### config.mk
export PLATFORM = sky130hd
export DESIGN_NAME = tpl_link_supervisor
export DESIGN_NICKNAME = d
export VERILOG_FILES = /design/src/rtl/tpl_pkg.sv /design/src/rtl/tpl_pulse_gen.sv /design/src/rtl/tpl_link_mon.sv /design/src/rtl/tpl_jabber.sv /design/src/rtl/tpl_link_supervisor.sv
export SDC_FILE = /design/constraint.sdc
export NUM_CORES = 1
export LEC_CHECK = 0
export ABC_AREA = 1
export BUFFER_PORTS_ARGS = -buffer_cell sky130_fd_sc_hd__buf_2
export CORE_UTILIZATION = 30
export CTS_CLUSTER_DIAMETER = 40
export DETAILED_ROUTE_END_ITERATION = 10
export GPL_ROUTABILITY_DRIVEN = 0
export SLEW_MARGIN = 0
export SYNTH_ARGS = -nofsm -noshare
export SYNTH_HDL_FRONTEND = slang
export SYNTH_SLANG_ARGS = --single-unit
export TNS_END_PERCENT = 20
### constraint.sdc
create_clock -name clk -period 4 [get_ports clk]
set_input_delay 0.8 -clock clk [delete_from_list [all_inputs] [get_ports clk]]
set_output_delay 0.8 -clock clk [all_outputs]
set_load 0.1 [all_outputs]
### src/rtl/tpl_pkg.sv
package tpl_pkg;
    typedef enum logic {
        POL_POS = 1'b0,
        POL_NEG = 1'b1
    } pulse_pol_e;

    function automatic int max2(input int a, input int b);
        return (a > b) ? a : b;
    endfunction
endpackage

### src/rtl/tpl_pulse_gen.sv
module tpl_pulse_gen #(
    parameter int PULSE_W = 2,
    parameter int PERIOD  = 260000
) (
    input  logic clk,
    input  logic rst_n,
    input  logic tx_active,
    input  logic test_off,
    output logic pulse_out
);
    localparam int CW = $clog2(PERIOD);

    typedef struct packed {
        logic [CW-1:0] cnt;
    } gen_st_t;

    gen_st_t st_d, st_q;

    always_comb begin
        st_d = st_q;
        if (tx_active || test_off) begin
            st_d.cnt = '0;
        end else if (st_q.cnt == CW'(PERIOD - 1)) begin
            st_d.cnt = '0;
        end else begin
            st_d.cnt = st_q.cnt + 1'b1;
        end
    end

    always_ff @(posedge clk or negedge rst_n) begin
        if (!rst_n) st_q <= '0;
        else        st_q <= st_d;
    end

    assign pulse_out = !tx_active && !test_off && (st_q.cnt >= CW'(PERIOD - PULSE_W));
endmodule

### src/rtl/tpl_link_mon.sv
module tpl_link_mon
    import tpl_pkg::*;
#(
    parameter int TIMEOUT  = 2100000,
    parameter int POS_NEED = 4,
    parameter int NEG_NEED = 8
) (
    input  logic clk,
    input  logic rst_n,
    input  logic test_off,
    input  logic rx_data,
    input  logic rx_pos,
    input  logic rx_neg,
    output logic link_good
);
    localparam int TW = $clog2(TIMEOUT);
    localparam int SW = $clog2(max2(POS_NEED, NEG_NEED) + 1);

    typedef struct packed {
        logic          good;
        logic [TW-1:0] to_cnt;
        logic [SW-1:0] streak;
        pulse_pol_e    pol;
    } mon_st_t;

    mon_st_t st_d, st_q;
    logic    any_act;
    logic    expired;
    logic [SW-1:0] run_next;

    always_comb begin
        st_d     = st_q;
        any_act  = rx_data || rx_pos || rx_neg;
        expired  = 1'b0;
        run_next = '0;
        if (test_off) begin
            st_d.good   = 1'b1;
            st_d.to_cnt = '0;
            st_d.streak = '0;
        end else begin
            if (any_act) begin
                st_d.to_cnt = '0;
            end else if (st_q.to_cnt == TW'(TIMEOUT - 1)) begin
                st_d.to_cnt = '0;
                expired     = 1'b1;
            end else begin
                st_d.to_cnt = st_q.to_cnt + 1'b1;
            end

            if (expired) begin
                st_d.good   = 1'b0;
                st_d.streak = '0;
            end else if (!st_q.good) begin
                if (rx_pos && rx_neg) begin
                    st_d.streak = '0;
                end else if (rx_pos) begin
                    run_next = (st_q.pol == POL_POS) ? st_q.streak + 1'b1 : SW'(1);
                    st_d.pol = POL_POS;
                    if (run_next == SW'(POS_NEED)) begin
                        st_d.good   = 1'b1;
                        st_d.streak = '0;
                    end else begin
                        st_d.streak = run_next;
                    end
                end else if (rx_neg) begin
                    run_next = (st_q.pol == POL_NEG) ? st_q.streak + 1'b1 : SW'(1);
                    st_d.pol = POL_NEG;
                    if (run_next == SW'(NEG_NEED)) begin
                        st_d.good   = 1'b1;
                        st_d.streak = '0;
                    end else begin
                        st_d.streak = run_next;
                    end
                end
            end
        end
    end

    always_ff @(posedge clk or negedge rst_n) begin
        if (!rst_n) begin
            st_q.good   <= 1'b0;
            st_q.to_cnt <= '0;
            st_q.streak <= '0;
            st_q.pol    <= POL_POS;
        end else begin
            st_q <= st_d;
        end
    end

    assign link_good = st_q.good;
endmodule

### src/rtl/tpl_jabber.sv
module tpl_jabber #(
    parameter int JAB_LIMIT = 524000,
    parameter int QUIET     = 8400000,
    parameter int SQE_LEN   = 20
) (
    input  logic clk,
    input  logic rst_n,
    input  logic tx_active,
    output logic tx_enable,
    output logic jab_active,
    output logic sqe_active
);
    localparam int JW = $clog2(JAB_LIMIT);
    localparam int QW = $clog2(QUIET);
    localparam int EW = $clog2(SQE_LEN + 1);

    typedef struct packed {
        logic          jab;
        logic [JW-1:0] run;
        logic [QW-1:0] quiet;
        logic          tx_prev;
        logic [EW-1:0] sqe;
    } jab_st_t;

    jab_st_t st_d, st_q;

    always_comb begin
        st_d         = st_q;
        st_d.tx_prev = tx_active;
        if (st_q.sqe != '0) st_d.sqe = st_q.sqe - 1'b1;
        if (!st_q.jab) begin
            st_d.quiet = '0;
            if (tx_active) begin
                if (st_q.run == JW'(JAB_LIMIT - 1)) begin
                    st_d.jab = 1'b1;
                    st_d.run = '0;
                end else begin
                    st_d.run = st_q.run + 1'b1;
                end
            end else begin
                st_d.run = '0;
                if (st_q.tx_prev) st_d.sqe = EW'(SQE_LEN);
            end
        end else begin
            st_d.run = '0;
            if (tx_active) begin
                st_d.quiet = '0;
            end else if (st_q.quiet == QW'(QUIET - 1)) begin
                st_d.jab   = 1'b0;
                st_d.quiet = '0;
            end else begin
                st_d.quiet = st_q.quiet + 1'b1;
            end
        end
    end

    always_ff @(posedge clk or negedge rst_n) begin
        if (!rst_n) st_q <= '0;
        else        st_q <= st_d;
    end

    assign tx_enable  = !st_q.jab;
    assign jab_active = st_q.jab;
    assign sqe_active = (st_q.sqe != '0);
endmodule

### src/rtl/tpl_link_supervisor.sv
module tpl_link_supervisor #(
    parameter int PULSE_W    = 2,
    parameter int PERIOD     = 260000,
    parameter int TIMEOUT    = 2100000,
    parameter int POS_NEED   = 4,
    parameter int NEG_NEED   = 8,
    parameter int JAB_LIMIT  = 524000,
    parameter int QUIET      = 8400000,
    parameter int SQE_LEN    = 20,
    parameter int BLINK_HALF = 1000000,
    parameter int STUCK      = 2000
) (
    input  logic clk,
    input  logic rst_n,
    input  logic tx_active,
    input  logic rx_data_activity,
    input  logic rx_pos_pulse,
    input  logic rx_neg_pulse,
    input  logic collision_in,
    input  logic link_test_en_n,
    output logic link_pulse_out,
    output logic link_good,
    output logic tx_enable,
    output logic collision_out,
    output logic led
);
    localparam int BW = $clog2(BLINK_HALF);
    localparam int CW = $clog2(STUCK + 1);

    logic jab_active;
    logic sqe_active;
    logic activity;

    tpl_pulse_gen #(.PULSE_W(PULSE_W), .PERIOD(PERIOD)) pulse_i (
        .clk       (clk),
        .rst_n     (rst_n),
        .tx_active (tx_active),
        .test_off  (link_test_en_n),
        .pulse_out (link_pulse_out)
    );

    tpl_link_mon #(.TIMEOUT(TIMEOUT), .POS_NEED(POS_NEED), .NEG_NEED(NEG_NEED)) mon_i (
        .clk       (clk),
        .rst_n     (rst_n),
        .test_off  (link_test_en_n),
        .rx_data   (rx_data_activity),
        .rx_pos    (rx_pos_pulse),
        .rx_neg    (rx_neg_pulse),
        .link_good (link_good)
    );

    tpl_jabber #(.JAB_LIMIT(JAB_LIMIT), .QUIET(QUIET), .SQE_LEN(SQE_LEN)) jab_i (
        .clk        (clk),
        .rst_n      (rst_n),
        .tx_active  (tx_active),
        .tx_enable  (tx_enable),
        .jab_active (jab_active),
        .sqe_active (sqe_active)
    );

    typedef struct packed {
        logic [BW-1:0] blink_cnt;
        logic          phase;
        logic [CW-1:0] coll_run;
    } led_st_t;

    led_st_t st_d, st_q;

    always_comb begin
        st_d     = st_q;
        activity = tx_active || rx_data_activity;
        if (activity) begin
            if (st_q.blink_cnt == BW'(BLINK_HALF - 1)) begin
                st_d.blink_cnt = '0;
                st_d.phase     = !st_q.phase;
            end else begin
                st_d.blink_cnt = st_q.blink_cnt + 1'b1;
            end
        end else begin
            st_d.blink_cnt = '0;
            st_d.phase     = 1'b0;
        end
        if (!collision_in) begin
            st_d.coll_run = '0;
        end else if (st_q.coll_run != CW'(STUCK)) begin
            st_d.coll_run = st_q.coll_run + 1'b1;
        end
    end

    always_ff @(posedge clk or negedge rst_n) begin
        if (!rst_n) st_q <= '0;
        else        st_q <= st_d;
    end

    assign collision_out = (collision_in && link_good) || jab_active || sqe_active;
    assign led = (st_q.coll_run == CW'(STUCK)) ? 1'b1 :
                 activity                      ? st_q.phase : !link_good;
endmodule

# == After elaboration in Yosys (flattened, before gate mapping) ==
# Cells that the tools add are included.
# word_totals
regBits,128
output_inout_bits,5
elab_cells,103
# classes
n_addsub,8
n_lt_le_gt_ge,1
n_eq_ne,12
muxes,45
bitwise_logic,4
reduce_logical,20
# ops
operator,count
24-bit 2-to-1 mux,2
22-bit 2-to-1 mux,2
44-bit 2-to-1 mux,1
19-bit 2-to-1 mux,2
18-bit 2-to-1 mux,2
5-bit 2-to-1 mux,7
27-bit 2-to-1 mux,1
24-bit by 1-bit adder with 24-bit output (second input constant),1
24-bit equality test (second input constant),1
4-bit 2-to-1 mux,6
22-bit by 1-bit adder with 22-bit output (second input constant),1
22-bit equality test (second input constant),1
11-bit 2-to-1 mux,2
21-bit 2-to-1 mux,1
20-bit by 1-bit adder with 20-bit output (second input constant),1
20-bit equality test (second input constant),1
20-bit 2-to-1 mux,1
19-bit by 1-bit adder with 19-bit output (second input constant),1
19-bit equality test (second input constant),1
18-bit by 1-bit adder with 18-bit output (second input constant),1
18-bit equality test (second input constant),1
18-bit greater-or-equal comparator (second input constant),1
1-bit 2-to-1 mux,18
11-bit by 1-bit adder with 11-bit output (second input constant),1
other kinds (16),33

# == Logic depth before layout (Yosys ltp) ==
# depth
word_depth,10
mapped_depth,11
depth_no_buf,11

# == By module ==
# Synthesis repeated with hierarchy kept, for this count alone.
# hier_totals
cells_unflattened,952
area_unflattened_um2,7313.3
# by_module_without_submodules
module,n_inst,cells_per_inst,area_per_inst_um2,seq_area_each_um2
tpl_jabber,1,366,2811.4,1251.2
tpl_link_supervisor,1,229,1785.5,800.8
tpl_link_mon,1,226,1674.1,700.7
tpl_pulse_gen,1,131,1042.2,450.4

# == Least setup slack after synthesis ==
# OpenSTA, ideal clock, no wires.
# synth_timing
path_kind,in2out
start,input port tx_active
end,output port link_pulse_out
t_arrival_ps,4209
required_time_ps,3200
setup_slack_ps,-1009
path_stages,4
n_path_buf,1
cell_sequence,clkbuf_1 nor2_1 inv_1 nor4_1
# synth_between
elab_chain_cells,3
# synth_rtl
element,line,rtl
start: declaration,tpl_link_supervisor.sv:15,"input logic tx_active,"
1-bit logical NOT,tpl_pulse_gen.sv:35,assign pulse_out = !tx_active && !test_off && (st_q.cnt >= CW'(PERIOD - PULSE_W));
1-bit logical AND (2 in series),tpl_pulse_gen.sv:35,
end: declaration,tpl_link_supervisor.sv:21,"output logic link_pulse_out,"
# No other way between the ends.

# == Final worst setup path ==
# layout_timing
start,input port tx_active
end,output port led
# layout_between
elab_chain_cells,3
# layout_rtl
element,line,rtl
1-bit logical OR,tpl_link_supervisor.sv:71,activity = tx_active || rx_data_activity;
1-bit 2-to-1 mux,tpl_link_supervisor.sv:97,activity ? st_q.phase : !link_good;
1-bit 2-to-1 mux,tpl_link_supervisor.sv:96,assign led = (st_q.coll_run == CW'(STUCK)) ? 1'b1 :
end: declaration,tpl_link_supervisor.sv:25,output logic led
# No other way between the ends.

==> results.yml <==
floorplanning:
  start_util_pct: 31.0
  num_rows: 55
  die_extent_in_x_um: 156
  fp.dieArea_sq_um: 24300
  core_area_sq_um: 22900
  design.portCount: 13
  die_h_um: 156
synthesis:
  primary_ff_master_synth: "sky130_fd_sc_hd__dfrtp_1"
  synth_cell_types: 36
  syn_std_cell_area_sq_um: 7110
  synth-warning-count: 0
  postSynthNetCount: 979
  dominant_cell_by_count_in_the_synthesized_netlist: "sky130_fd_sc_hd__nor2_1"
  ys_seq_area_share_pct: 45.1
  library_cell_occupying_the_most_area_in_the_post_synthesis_netlist: "sky130_fd_sc_hd__dfrtp_1"
  ys_seq_elements: 128
  synth.top_cell.area_share_pct: 45.1
  post_synth_main_area_contributors: "sky130_fd_sc_hd__dfrtp_1, sky130_fd_sc_hd__nor2_1, sky130_fd_sc_hd__nand2_1"
  syn-instance-count: 961
  synthesis.area_per_instance_sq_um: 7.39
  ys_top_cells_by_count: "sky130_fd_sc_hd__nor2_1, sky130_fd_sc_hd__nand2_1, sky130_fd_sc_hd__dfrtp_1"
  post_synth_edffs: 0
  synth_async_sr_flop_share_pct: 100
cells_and_area:
  fill_cell_total_of_the_finished_layout: 2427
  layoutNonFillerInstCount: 1313
  final_core_util_pct: 35.5
  layout-drive-gt1-share_pct: 8.30
  synthToLayoutAreaGrowth_pct: 14.6
  num-nets-final: 1006
  antenna-diode-count: 0
clocking:
  clock_tree_from_tritoncts: "built"
  cts.repair.resized: 0
  cts_num_sinks: 128
  cts.reportedPaths.clkPinSlew_ns: 0.06
  ctsHtreeMaxLevel: 4
  maximum_count_of_clock_buffers_along_a_single_path: 2
  insertion_delay_ns: 0.42
  clk_root_buffer_cell: "sky130_fd_sc_hd__clkbuf_16"
  cts_setup_buffers: 0
  numCtsBuffers: 17
  holdBufCountCts: 0
critical_path:
  worst_setup_path_start_kind: "primary input"
  critPathCaptureType: "primary output"
  ff2ff_path_depth: 8
  worstSetupPathType: "in2out"
  crit_path_max_fanout: 13
  worstPathArrival_ns: 2.15
  critical_path_required_ns: 3.20
sta:
  fin_skew_ns: 0.0116
  setup_viol: 0
  report.final.hold_viol_count: 0
  relSlewSlack_pct: 45.1
  slew_viol_final: 0
  fin_crit_sh_pct: 73.8
  grt_setup_unrepaired: "no"
  layout_min_cycle_time_ns: 2.95
  achievable_freq_ghz: 0.339
  tightestPinTransition_ns: 0.824
global_route:
  antenna_found_initial: 0
  grt.met1_usage_pct: 18.2
  grt-busiest-layer: "met2"
  gr-usage-met2_pct: 23.5
  grt_pass1_vias: 6073
  global_route.usage.met3_pct: 3.17
  largest_net_degree_at_the_start_of_global_routing: 87
  global_route_overflow: 0
  gr-usage-all-layers_pct: 14.1
  first_pass_grt_wire_length_mm: 27.9
power:
  swShare_pct: 24.4
  totalPowerFinal_mw: 3.01
  power_density_nw_per_um2: 370
  pwr-share-clk_pct: 51.3
  p_int_mw: 2.28
  power.share.sequential_pct: 44.5
  power_leakage_nw: 3.55
  comb_pwr_share_pct: 4.2
  power_switching_mw: 0.737
  vdd_ir_drop_max_uv: 279
flow_run:
  drv_cap: 0
placement:
  placement.io_buffers: 12
  dp.final_hpwl_mm: 11.1
  place.detailed.instances: 1282
drt:
  routed_wirelength_normalized_by_instance_count_um: 11.9
  drtPass1Iterations: 5
  totalWireLength_mm: 15.6
  via_count: 6036
  ant_nets_after_route: 0
  drcViolationCount: 0
  initialDrtViolationCount: 384
  vias_per_cell: 4.60
min_path:
  class_of_the_tightest_hold_or_removal_check: "in2async"
outcome:
  outcome: "completed"
-- layer usage --
metal  vias to the layer above  share of wire [%]
met4                         0                1.1
met3                        12                2.7
met5                         -                  0
met1                      2824                 50
met2                        76                 46
li1                       3124                  -
-- power groups by stage --
stage          clock, mW  sequential (mW)  combinational (mW)
6_report            1.55             1.34               0.127
5_1_grt             1.65             1.34               0.150
4_1_cts             1.58             1.34               0.131
3_5_place_dp           0             1.36               0.131
3_3_place_gp           0             1.36               0.129
2_1_floorplan          0             1.36              0.0784
-- path summary, 6_finish.rpt --
path	from	end	slack, ns
worst max-delay path	tx_active	led	1.05
worst min-delay path	rst_n	pulse_i.st_q[14]	0.42
worst max register to register	jab_i.st_q[6]	jab_i.st_q[20]	1.98
worst min register to register	st_q[12]	st_q[12]	0.46
max in group asynchronous	rst_n	jab_i.st_q[2]	2.90
min in group clk	st_q[12]	st_q[12]	0.46
-- layout make-up --
class                   instances  area, sq um  share of cell area [%]
inverters                     129          484                    5.94
multi-input cells             699         3390                    41.7
repair buffers                 13         86.3                    1.06
clock inverters                14          160                    1.97
clock buffers                  17          425                    5.22
flip-flops and latches        128         3200                    39.3
well taps                     313          392                    4.81
-- cells by family after synthesis --
family | synth area share (%)
flip-flops | 45.1
adder cells (fa/ha/maj) | 1.76
AND/OR/NAND/NOR | 36.9
AO/OA/AOI/OAI | 5.21
buffers and inverters | 7.24
XOR/XNOR | 3.82
-- per-stage QoR --
stage                     TNS (ns)  worst slack [ns]  hold WS [ns]  area, sq um
after global routing             0             0.889         0.492         8150
after CTS                        0              1.04         0.459         8150
after detailed placement         0              1.05         0.450         7560
after floorplan             -0.121            -0.121         0.433         7110
final                            0              1.05         0.420         8150
after global placement           0              1.04         0.451         7560
-- registers in the layout (all words and copies together), names as in the netlist --
name / cells
st_q: 32
jab_i.jab_active: 1
jab_i.st_q: 49
mon_i.link_good: 1
pulse_i.st_q: 18
mon_i.st_q: 27
-- worst max-delay path, cell delays in order --
cell,delay [ns]
sky130_fd_sc_hd__buf_2,0.20
sky130_fd_sc_hd__nor2_1,0.43
sky130_fd_sc_hd__nor2_1,0.10
sky130_fd_sc_hd__o21ai_0,0.17
sky130_fd_sc_hd__buf_2,0.45
-- cell usage in the layout (no fill, tap or decap), types with 2 or more instances in the layout --
cell type	count
sky130_fd_sc_hd__xnor2_1	6
sky130_fd_sc_hd__inv_1	116
sky130_fd_sc_hd__nor3b_1	9
sky130_fd_sc_hd__clkbuf_16	17
sky130_fd_sc_hd__nand3_1	63
sky130_fd_sc_hd__ha_1	10
sky130_fd_sc_hd__buf_2	11
sky130_fd_sc_hd__o21ai_1	6
sky130_fd_sc_hd__inv_6	2
sky130_fd_sc_hd__nor3_2	8
sky130_fd_sc_hd__nand2_2	4
sky130_fd_sc_hd__nand3_2	2
sky130_fd_sc_hd__nor2_1	214
sky130_fd_sc_hd__bufinv_16	2
sky130_fd_sc_hd__nor3_1	37
sky130_fd_sc_hd__or2_1	2
sky130_fd_sc_hd__dfrtp_1	128
sky130_fd_sc_hd__inv_2	12
sky130_fd_sc_hd__o21ai_0	25
sky130_fd_sc_hd__nand4_1	31
sky130_fd_sc_hd__xor2_1	25
sky130_fd_sc_hd__o21bai_1	3
sky130_fd_sc_hd__nand2_1	199
sky130_fd_sc_hd__nor2_2	5
sky130_fd_sc_hd__nand3b_1	2
sky130_fd_sc_hd__o21a_1	3
sky130_fd_sc_hd__clkinv_4	2
sky130_fd_sc_hd__a21oi_1	28
sky130_fd_sc_hd__clkinvlp_4	5
sky130_fd_sc_hd__and3_1	4
sky130_fd_sc_hd__inv_8	2
sky130_fd_sc_hd__nand2_4	2
sky130_fd_sc_hd__nor2_4	4
No activity file was read; power rests on OpenSTA's default activity.
